--- src/rtl/adc_regfront_pkg.sv ---
package adc_regfront_pkg;
   // bit positions inside the control/status byte (decoded by software)
   localparam int unsigned FLAG_BIT = 7;
   localparam int unsigned IEN_BIT  = 6;
   localparam int unsigned CONT_BIT = 5;
   localparam int unsigned CHAN_W   = 5;

   typedef enum logic [1:0] {
      SEL_NONE = 2'd0,
      SEL_CTL  = 2'd1,
      SEL_DAT  = 2'd2
   } reg_sel_e;

   typedef struct packed {
      logic              flag;
      logic              ien;
      logic              cont;
      logic [CHAN_W-1:0] chan;
   } ctl_reg_t;
endpackage

--- src/rtl/adc_bus_decode.sv ---
module adc_bus_decode
   import adc_regfront_pkg::*;
#(
   parameter int unsigned          ADDR_W   = 8,
   parameter logic [ADDR_W-1:0]    CTL_ADDR = 8'h3C,
   parameter logic [ADDR_W-1:0]    DAT_ADDR = 8'h3D
) (
   input  logic [ADDR_W-1:0] addr,
   input  logic              wr,
   input  logic              rd,
   output reg_sel_e          sel,
   output logic              ctl_wr,
   output logic              dat_rd
);
   always_comb begin
      if (addr == CTL_ADDR)      sel = SEL_CTL;
      else if (addr == DAT_ADDR) sel = SEL_DAT;
      else                       sel = SEL_NONE;
   end

   assign ctl_wr = wr && (sel == SEL_CTL);
   assign dat_rd = rd && (sel == SEL_DAT);
endmodule

--- src/rtl/adc_ctl_reg.sv ---
module adc_ctl_reg
   import adc_regfront_pkg::*;
#(
   parameter int unsigned BUS_W = 8
) (
   input  logic             clk,
   input  logic             rst_n,
   input  logic             ctl_wr,
   input  logic             dat_rd,
   input  logic [BUS_W-1:0] wdata,
   input  logic             done,
   output ctl_reg_t         ctl
);
   localparam logic [CHAN_W-1:0] CHAN_RST = '1;

   logic seen_q;

   always_ff @(posedge clk) begin
      if (!rst_n) begin
         ctl.flag <= 1'b0;
         ctl.ien  <= 1'b0;
         ctl.cont <= 1'b0;
         ctl.chan <= CHAN_RST;
         seen_q   <= 1'b0;
      end else if (ctl_wr) begin
         ctl.ien  <= wdata[IEN_BIT];
         ctl.cont <= wdata[CONT_BIT];
         ctl.chan <= wdata[CHAN_W-1:0];
         // writable only when interrupts are being enabled by this write
         ctl.flag <= wdata[IEN_BIT] & wdata[FLAG_BIT];
         seen_q   <= 1'b0;
      end else begin
         if (done) seen_q <= 1'b1;
         if (!ctl.ien) begin
            if (done && (!ctl.cont || !seen_q)) ctl.flag <= 1'b1;
            else if (dat_rd)                    ctl.flag <= 1'b0;
         end
      end
   end
endmodule

--- src/rtl/adc_conv_seq.sv ---
module adc_conv_seq
   import adc_regfront_pkg::*;
#(
   parameter int unsigned RES_W = 8
) (
   input  logic              clk,
   input  logic              rst_n,
   input  logic              ctl_wr,
   input  logic              dat_rd,
   input  logic [CHAN_W-1:0] wr_chan,
   input  ctl_reg_t          ctl,
   input  logic              done,
   input  logic [RES_W-1:0]  result,
   output logic              start,
   output logic [RES_W-1:0]  data,
   output logic              irq
);
   localparam logic [CHAN_W-1:0] CHAN_OFF = '1;

   logic irq_q;

   always_ff @(posedge clk) begin
      if (!rst_n) begin
         start <= 1'b0;
         data  <= '0;
         irq_q <= 1'b0;
      end else begin
         if (done) data <= result;
         if (ctl_wr) begin
            start <= (wr_chan != CHAN_OFF);
            irq_q <= 1'b0;
         end else begin
            start <= done && ctl.cont && (ctl.chan != CHAN_OFF);
            if (done && ctl.ien && !ctl.flag) irq_q <= 1'b1;
            else if (dat_rd)                  irq_q <= 1'b0;
         end
      end
   end

   // route select set means the request belongs to an absent DMA engine
   assign irq = irq_q & ctl.ien & ~ctl.flag;
endmodule

--- src/rtl/adc_regfront.sv ---
module adc_regfront
   import adc_regfront_pkg::*;
#(
   parameter int unsigned       ADDR_W   = 8,
   parameter int unsigned       BUS_W    = 8,
   parameter int unsigned       RES_W    = 8,
   parameter logic [ADDR_W-1:0] CTL_ADDR = 8'h3C,
   parameter logic [ADDR_W-1:0] DAT_ADDR = 8'h3D,
   parameter bit                RD_REG   = 1'b0
) (
   input  logic              clk,
   input  logic              rst_n,
   input  logic [ADDR_W-1:0] bus_addr,
   input  logic              bus_wr,
   input  logic              bus_rd,
   input  logic [BUS_W-1:0]  bus_wdata,
   output logic [BUS_W-1:0]  bus_rdata,
   output logic              conv_start,
   output logic [CHAN_W-1:0] conv_chan,
   input  logic              conv_done,
   input  logic [RES_W-1:0]  conv_result,
   output logic              irq_cpu
);
   localparam int unsigned CTL_W = $bits(ctl_reg_t);

   if (BUS_W != CTL_W) begin : g_bad_bus_w
      $error("bus width must equal control register width");
   end
   if (RES_W > BUS_W) begin : g_bad_res_w
      $error("result wider than bus");
   end
   if (CTL_ADDR == DAT_ADDR) begin : g_bad_map
      $error("register addresses collide");
   end

   reg_sel_e         sel;
   logic             ctl_wr;
   logic             dat_rd;
   ctl_reg_t         ctl;
   logic [RES_W-1:0] data;
   logic [BUS_W-1:0] rd_mux;

   adc_bus_decode #(
      .ADDR_W  (ADDR_W),
      .CTL_ADDR(CTL_ADDR),
      .DAT_ADDR(DAT_ADDR)
   ) u_dec (
      .addr  (bus_addr),
      .wr    (bus_wr),
      .rd    (bus_rd),
      .sel   (sel),
      .ctl_wr(ctl_wr),
      .dat_rd(dat_rd)
   );

   adc_ctl_reg #(.BUS_W(BUS_W)) u_ctl (
      .clk   (clk),
      .rst_n (rst_n),
      .ctl_wr(ctl_wr),
      .dat_rd(dat_rd),
      .wdata (bus_wdata),
      .done  (conv_done),
      .ctl   (ctl)
   );

   adc_conv_seq #(.RES_W(RES_W)) u_seq (
      .clk    (clk),
      .rst_n  (rst_n),
      .ctl_wr (ctl_wr),
      .dat_rd (dat_rd),
      .wr_chan(bus_wdata[CHAN_W-1:0]),
      .ctl    (ctl),
      .done   (conv_done),
      .result (conv_result),
      .start  (conv_start),
      .data   (data),
      .irq    (irq_cpu)
   );

   assign conv_chan = ctl.chan;

   always_comb begin
      unique case (sel)
         SEL_CTL: rd_mux = ctl;
         SEL_DAT: rd_mux = BUS_W'(data);
         default: rd_mux = '0;
      endcase
   end

   if (RD_REG) begin : g_rd_reg
      logic [BUS_W-1:0] rd_q;
      always_ff @(posedge clk) begin
         if (!rst_n) rd_q <= '0;
         else        rd_q <= rd_mux;
      end
      assign bus_rdata = rd_q;
   end else begin : g_rd_comb
      assign bus_rdata = rd_mux;
   end
endmodule

--- config.mk ---
export PLATFORM = sky130hd
export DESIGN_NAME = adc_regfront
export DESIGN_NICKNAME = d
export VERILOG_FILES = /design/src/rtl/adc_regfront_pkg.sv /design/src/rtl/adc_bus_decode.sv /design/src/rtl/adc_ctl_reg.sv /design/src/rtl/adc_conv_seq.sv /design/src/rtl/adc_regfront.sv
export SDC_FILE = /design/constraint.sdc
export NUM_CORES = 1
export LEC_CHECK = 0
export CAP_MARGIN = 20
export CORE_MARGIN = 2
export CORE_UTILIZATION = 60
export DETAILED_ROUTE_END_ITERATION = 16
export DONT_BUFFER_PORTS = 1
export PLACE_DENSITY = 0.76
export SLEW_MARGIN = 10
export SYNTH_ARGS = -nofsm -noshare
export SYNTH_HDL_FRONTEND = slang
export SYNTH_HIERARCHICAL = 1
export SYNTH_SLANG_ARGS = --single-unit
--- constraint.sdc ---
create_clock -name clk -period 1.7 [get_ports clk]
set_input_delay 0.085 -clock clk [delete_from_list [all_inputs] [get_ports clk]]
set_output_delay 0.085 -clock clk [all_outputs]
set_load 0.1 [all_outputs]
# Yosys cells after proc, flatten, opt, wreduce, memory -nomap -nowiden
# Index checks and enable logic that the tools add are counted.
# Widths: inputs -> output; s select.
# op_classes
n_eq_ne	7
n_mux	9
bitwise	5
n_reduce_logical	15
# ops
op	n
$eq 8x6->1 const B	2
$pmux 8 s2	1
$ne 5x5->1 const B	2
$logic_and 1x1->1	7
$mux 1	6
$mux 2	2
$and 1x1->1	3
$logic_not 1->1	3
$reduce_bool 3->1	1
$eq 2x1->1 const B	1
$eq 2x2->1 const B	1
$ne 2x2->1 const B	1
$not 1->1	2
$reduce_and 2->1	1
$reduce_bool 2->1	1
$reduce_or 2->1	1
$logic_or 1x1->1	1
# totals
ff_bits	19
output_inout_bits	15

# Longest topological paths before layout
# Gate-level depths: netlist of run 1.
# logic_depth
depth_word	9
depth_mapped	7

# Cells and area by module
# The synthesis of run 1 kept the hierarchy.
# by_module_without_submodules
module	instances	cells_each	area_per_inst_um2
adc_conv_seq	1	39	422.9
adc_ctl_reg	1	33	336.6
adc_regfront	1	23	188.9
adc_bus_decode	1	10	87.6

# Worst setup path after synthesis of run 1
# No wires, ideal clock.
# synth_timing
kind	reg2out
from	register, netlist name u_ctl/ctl[4]
to	output port bus_rdata[4]
arrival_time_ps	2431
t_required_ps	1615
slack_ps	-816
path_stages_with_launch	3
path_cell_list	dfxtp_1 > a22oi_2 > nor2_1
# synth_via
elab_chain_len	1
# synth_lines
element	line_no	rtl
$pmux 8 s2	adc_regfront.sv:83	unique case (sel)
end, declared	adc_regfront.sv:17	output logic [BUS_W-1:0] bus_rdata,
# Every way passes these cells.

# Worst setup path after layout of run 1
# layout_timing
from	input port bus_addr[6]
to	register, netlist name u_ctl/ctl[0]
# layout_via
elab_chain_len	5
word_cells_on_any_way	6
# layout_lines
element	line_no	rtl
start, declared	adc_regfront.sv:13	input logic [ADDR_W-1:0] bus_addr,
$eq 8x6->1	adc_bus_decode.sv:17	else if (addr == DAT_ADDR) sel = SEL_DAT;
$mux 2	adc_bus_decode.sv:17	
$mux 2 (*)	adc_bus_decode.sv:16	if (addr == CTL_ADDR) sel = SEL_CTL;
$eq 2x1->1 (*)	adc_bus_decode.sv:21	assign ctl_wr = wr && (sel == SEL_CTL);
$logic_and 1x1->1 (*)	adc_bus_decode.sv:21	
via ctl_wr	adc_regfront.sv:37	logic ctl_wr;
# The timed path passes the listed nets; every way through them passes the cells marked *.
# A chain may end at the register's enable or synchronous reset.

==> results by group, run 1 <==
Logic synthesis
  • Leading area contributor after synthesis: dfxtp_1
  • #FFs+latches synth: 19
  • Synth warnings: 6
  • Post-synthesis sequential area ratio: 36.7%
  • Syn_nets: 136
  • Syn_area_per_cell: 9.87 sq um
  • Ys async rst share: 0%
  • Synth area leaders: dfxtp_1, mux2i_1, a22oi_2
  • Mapped Cells: 105
  • Post-synth EDFFs: 0
  • Synth unique cells: 25
  • Share of Yosys cell area claimed by the top area cell type: 36.7%
  • Ys flop type: dfxtp_1
  • Mapped Area: 1040 sq um

Die
  • I/O pin count: 44
  • Die area: 2080 sq um
  • Initial core utilization: 62.0%
  • Core area: 1670 sq um
  • Die Y: 45.6 microns
  • Num rows: 15
  • Die Wd: 45.6 microns

Timing
  • Worst Hold Slack: 0.0446 ns
  • Worst slew margin: 64.8%
  • Slew Viols, Final: 0
  • RSZ-0062 raised after global routing: false
  • Final Worst Setup Slack: 0.0608 ns
  • Worst slew pin tran: 0.527 ns
  • Final Cycle Share: 96.4%
  • Clock Skews: 0.00132 ns
  • Post-route setup TNS: 0 ns
  • Fmax: 610 MHz
  • Setup violators final: 0
  • Hold Vio Cnt, Final: 0
  • Min Tclk post-route: 1.64 ns

Routing
  • Total Routed Length: 3.63 mm
  • Vias per std cell: 6.18
  • Via count of the routed design: 988
  • Initial DRT Pass Iterations: 4
  • DRC: 0
  • Wirelength per Cell: 22.7 microns
  • Detail Route Antenna Nets: 0
  • First DRT Iteration DRCs: 31

Critical path
  • Nature of the critical path endpoint: flip-flop
  • Setup CP Type: in2reg
  • Worst endpoint required time: 1.93 ns
  • Critical Path AT: 1.86 ns
  • Crit Path Max Fanout: 15
  • CP Launch Type: input port

Layout
  • Fillers: 43
  • Antenna cell count: 0
  • Multi-input gate area: 646 sq um
  • Final nets: 175
  • Layout Area Growth over Synthesis: 51.3%
  • Share of cells above drive strength 1: 34.3%
  • FF/Latch Area: 387 sq um
  • Final core occ: 93.9%

Place
  • Port bufs: 0
  • Gp weighted congestion: 0.764
  • Dpl hpwl: 1.71 mm
  • Pre-CTS setup slack: 0.0285 ns

Status
  • Status: finished, final reports clean

Global route
  • First-pass GRT wire length: 5.38 mm
  • Total GRT Usage: 38.9%
  • GRT overflow: 0
  • Initial antenna violation count: 0
  • Largest net degree at the start of global routing: 17
  • Vias in the first global route: 1053

Clocking
  • CTS tree: done
  • CTS clock-pin slew for the worst setup and hold paths: 0.13 ns
  • Num CTS Buffers: 3
  • Root buffer cell: clkbuf_4
  • H-Tree Depth: 1
  • Post-CTS Setup Repair Bufs: 0
  • Worst-Skew Late Latency: 0.32 ns
  • Clock sink total: 19
  • Clock Tree Buf Depth: 2

Pwr
  • Pint: 0.610 mW
  • Clock power share: 31.4%
  • Seq pwr share: 56.1%
  • Peak supply drop: 0.000620 V
  • Switching power: 0.231 mW
  • Total Power: 0.842 mW
  • Leak pwr: 0.536 nW
  • Pwr per Cell Area: 537 nW/um^2
  • Logic pwr share: 12.5%
  • Sw frac: 27.5%

Hold path
  • Worst Hold Class: in2reg

Flow run
  • Max-cap violations: 0
[path summary, 6_finish.rpt]
check,start,to,slack (ns),depth (start not counted)
worst max-delay path,bus_addr[6],u_ctl/ctl[0],0.06,6
worst min-delay path,conv_done,u_seq/irq_q,0.04,2
worst max register to register,u_ctl/ctl[0],u_ctl/ctl[0],0.13,4
worst min register to register,u_seq/irq_q,u_seq/irq_q,0.62,2
[cell usage after synthesis, drive strengths merged (2+ instances only)]
library cell and n:
dfxtp 19, mux2i 15, nor2 14, a22oi 8, nand2 8, nor2b 8
inv 7, buf 5, ha 2, nand4 2, nor3 2, nor3b 2
nor4b 2
[cells in the final DEF (no fill, tap or decap), types with 3 or more instances in the layout]
| master | Yosys | final |
|---|---|---|
| nor2_1 | 14 | 6 |
| buf_12 | 0 | 9 |
| mux2i_1 | 15 | 15 |
| nor2b_1 | 8 | 8 |
| a22oi_2 | 8 | 8 |
| inv_1 | 7 | 7 |
| dfxtp_1 | 19 | 14 |
| nand2_1 | 8 | 8 |
| clkbuf_4 | 0 | 3 |
| nor2_4 | 0 | 8 |
| dlygate4sd3_1 | 0 | 22 |
| buf_4 | 0 | 8 |
| dfxtp_2 | 0 | 5 |
[timing repair]
| action | 4_1_cts | 5_1_grt |
|---|---|---|
| resized for setup | 0 | 2 |
| hold buffers | 22 | 0 |
| setup endpoints to repair | 0 | 8 |
| endpoints found under the hold margin | 19 | 0 |
[power groups by stage]
stage | clock [mW] | combinational [mW] | sequential [mW]
2_1_floorplan | 0 | 0.0447 | 0.479
3_3_place_gp | 0 | 0.0422 | 0.480
3_5_place_dp | 0 | 0.0443 | 0.481
4_1_cts | 0.241 | 0.0945 | 0.471
5_1_grt | 0.290 | 0.109 | 0.474
6_report | 0.264 | 0.105 | 0.472
[worst max-delay path, stage by stage]
cell           delay [ns]
nand4bb_4            0.24
nor4b_2              0.32
buf_4                0.28
mux2i_1              0.26
nand2_1              0.08
dlygate4sd3_1        0.58
[metal layers]
layer	track usage, %	routed length, microns	vias up
met2	70.4	1980	68
met5	0	0	-
met1	40.8	1300	462
met4	22.4	128	0
li1	-	-	444
met3	7.94	216	14
[registers in the layout (all words and copies together) (netlist names)]
register      flops
u_seq/data        8
u_ctl/ctl         8
u_seq/irq_q       1
u_ctl/seen_q      1
u_seq/start       1
[logic make-up after synthesis]
family	synth area share (%)
and+or+nand+nor	26.4
muxes	14.5
AOI/OAI and AO/OA	12.7
DFF	36.7
adders and majority gates	2.42
buffers and inverters	7.25
[layout make-up]
class | instances | area share (%)
repair buffers | 39 | 29.4
clock inverters | 1 | 0.319
multi-input cells | 74 | 41.2
clock buffers | 3 | 1.44
well taps | 17 | 1.36
flip-flops and latches | 19 | 24.7
inverters | 7 | 1.68
[stage by stage]
stage          cells  instance area [sq um]
2_1_floorplan    105                   1110
3_3_place_gp     134                   1320
3_5_place_dp     134                   1320
4_1_cts          160                   1560
5_1_grt          160                   1570
6_report         160                   1570
(Power assumes the default switching activity.)
==> inputs of run 2 (changes only) <==
clock period = 1.75 ns   (was 1.7 ns; I/O delays follow)
==> run 2 against run 1 <==
  * The flow now finishes with violations (negative setup slack)
  * Flip-flop and latch count unchanged
  * Register-to-register slack worse by 0.19 ns
  * Hold slack better by 0.0038 ns
  * Global-route usage up 7.5 points
  * First-iteration DRC count rose to 3.5 times the previous value
  * Clock-buffer cell count unchanged
  * Largest power group unchanged
==> results by group, run 2 (synthesized netlist as in run 1, its figures left out) <==
Critical path
  • Reg2Reg Depth: 4 (unchanged)
  • Cell mode on critical path: dlygate4sd3_1
  • Nature of the critical path endpoint: flip-flop
  • Crit path cell chain: dlygate4sd3_1 -> inv_1 -> a31oi_1 -> dlygate4sd3_1
  • Crit Path Max Fanout: 16 (+1)
  • R2R Setup Slk: -0.06 ns (-0.19 ns)
  • CP Launch Type: input port
  • Worst endpoint required time: 2.01 ns (+0.08 ns)
  • CP max stage delay: 0.86 ns (+0.28 ns)
  • FF-to-FF End: u_ctl/ctl[7]
  • Cell family with most CP delay: buffers and inverters
  • Setup CP Type: in2reg
  • Critical Path AT: 2.08 ns (+0.22 ns)
  • Reg2reg start: u_ctl/ctl[6]
  • Slowest CP cell: dlygate4sd3_1
  • CP Buf/Inv Count: 3 (+1)

Die
  • Initial core utilization: 62.0% (unchanged)
  • Die area: 2080 sq um (unchanged)
  • Num rows: 15 (unchanged)
  • Die Y: 45.6 microns (unchanged)
  • Core area: 1670 sq um (unchanged)
  • I/O pin count: 44 (unchanged)
  • Die Wd: 45.6 microns (unchanged)

Status
  • Violated checks: negative setup slack
  • Status: finished, violations left

Hold path
  • Min-Delay Endpoint: u_seq/irq_q
  • Worst hold path startpoint: conv_done
  • Hold Crit Depth: 2 (unchanged)
  • Worst Hold Class: in2reg

Global route
  • Total GRT Usage: 46.4% (+7.5 points)
  • GRT overflow: 0 (unchanged)
  • Vias in the first global route: 1113 (+5.7%)
  • Largest net degree at the start of global routing: 17 (unchanged)
  • Initial antenna violation count: 0 (unchanged)
  • First-pass GRT wire length: 6.31 mm (+17%)

Routing
  • Detail Route Antenna Nets: 0 (unchanged)
  • Total Routed Length: 4.68 mm (+29%)
  • DRC: 0 (unchanged)
  • Vias per std cell: 7.23 (+17%)
  • Via count of the routed design: 1186 (+20%)
  • Initial DRT Pass Iterations: 5 (+1)
  • Wirelength per Cell: 28.6 microns (+26%)
  • First DRT Iteration DRCs: 109 (+250%)

Clocking
  • Clock sink total: 19 (unchanged)
  • Post-CTS Setup Repair Bufs: 0 (unchanged)
  • CTS tree: done
  • CTS clock-pin slew for the worst setup and hold paths: 0.13 ns (about the same)
  • Root buffer cell: clkbuf_4
  • Clock Tree Buf Depth: 2 (unchanged)
  • Num CTS Buffers: 3 (unchanged)
  • Worst-Skew Late Latency: 0.32 ns (about the same)
  • H-Tree Depth: 1 (unchanged)

Place
  • Dpl hpwl: 1.66 mm (-3.0%)
  • Gp weighted congestion: 0.744 (-2.6%)
  • Port bufs: 0 (unchanged)
  • Pre-CTS setup slack: 0.0346 ns (+0.00608 ns)

Layout
  • Commonest non-fill, non-tap cell in the layout: dlygate4sd3_1
  • Commonest non-fill, non-tap cells in the layout: dlygate4sd3_1, dfxtp_1, mux2i_1, buf_12, buf_4
  • Antenna cell count: 0 (unchanged)
  • Layout Area Growth over Synthesis: 54.5%
  • Regs by FF count: u_ctl/ctl: 8 flops, u_seq/data: 8 flops
  • Final nets: 179 (+2.3%)
  • Fillers: 34 (-21%)
  • Share of cells above drive strength 1: 32.0% (-2.3 points)

Timing
  • Hold Vio Cnt, Final: 0 (unchanged)
  • Slew Viols, Final: 0 (unchanged)
  • Setup violators final: 1 (+1)
  • Final Cycle Share: 104%
  • Worst slew margin: 65.8% (+1.0 points)
  • Worst slew pin tran: 0.511 ns (-0.0152 ns)
  • Min Tclk post-route: 1.82 ns
  • Clock Skews: 0.000695 ns (-0.000629 ns)
  • Final Worst Setup Slack: -0.0684 ns (-0.129 ns)
  • Fmax: 550 MHz

Pwr
  • Leak pwr: 0.554 nW (+3.2%)
  • Total Power: 0.836 mW (-0.67%)
  • Peak supply drop: 0.000790 V (+27%)
  • Pwr per Cell Area: 522 nW/um^2 (-2.7%)

Flow run
  • Max-cap violations: 0 (unchanged)
[run 2: cell types whose count changed in the layout (fill, tap and decap cells not counted), sizes merged]
cell / change
buf: +1
dlygate4sd3: +3
[run 2: stage by stage]
stage	util, %	setup TNS [ns]	cells	hold slack [ns]	cell area (sq um)
2_1_floorplan	-	-0.0629	105	0.149	1100
3_3_place_gp	79.0	0	135	0.152	1320
3_5_place_dp	79.0	0	135	0.155	1320
4_1_cts	95.7	0	164	0.0414	1600
5_1_grt	95.8	-0.129	164	0.0301	1600
6_report	95.8	-0.0684	164	0.0483	1600
[run 2: metal layers]
metal  wire length, microns  track usage [%]  share of wire, %
met1                   1500             51.2                32
met2                   2160             74.9                46
met3                    532             15.5                11
met4                    486             30.6                10
met5                      0                0                 0
[run 2: where the power goes]
group          total [mW]  switching [mW]  internal [mW]  leakage (nW)
combinational       0.118          0.0508         0.0673         0.382
clock               0.257           0.172         0.0858        0.0177
sequential          0.461          0.0135          0.447         0.154
total               0.836           0.236          0.600         0.554
[run 2: how the worst max path moves through the flow]
stage | cells past startpoint | endpoint | start
6_report | 4 | u_ctl/ctl[7] | rst_n
2_1_floorplan | 2 | bus_rdata[4] | u_ctl/ctl[4]
3_3_place_gp | 7 | bus_rdata[5] | bus_addr[6]
4_1_cts | 7 | bus_rdata[5] | bus_addr[6]
5_1_grt | 4 | u_ctl/ctl[7] | rst_n
3_5_place_dp | 7 | bus_rdata[5] | bus_addr[6]
[run 2: worst reg2reg max path, cell delays in order (launching register included)]
cell,delay (ns)
dfxtp_1,0.50
nand2b_1,0.20
nand3b_1,0.14
a31oi_1,0.29
dlygate4sd3_1,0.63
[run 2: final cells by class]
cell class	instances	area, sq um	area share, %
multi-input cells	74	643	40.2
repair buffers	43	498	31.1
flip-flops and latches	19	384	24.0
inverters	7	26.3	1.64
clock buffers	3	22.5	1.41
well taps	17	21.3	1.33
clock inverters	1	5.00	0.313
[run 2: repair_timing]
action                                 4_1_cts  5_1_grt
setup endpoints to repair                    0        8
hold buffers                                25        0
resized for setup                            0        1
endpoints found under the hold margin       19        0
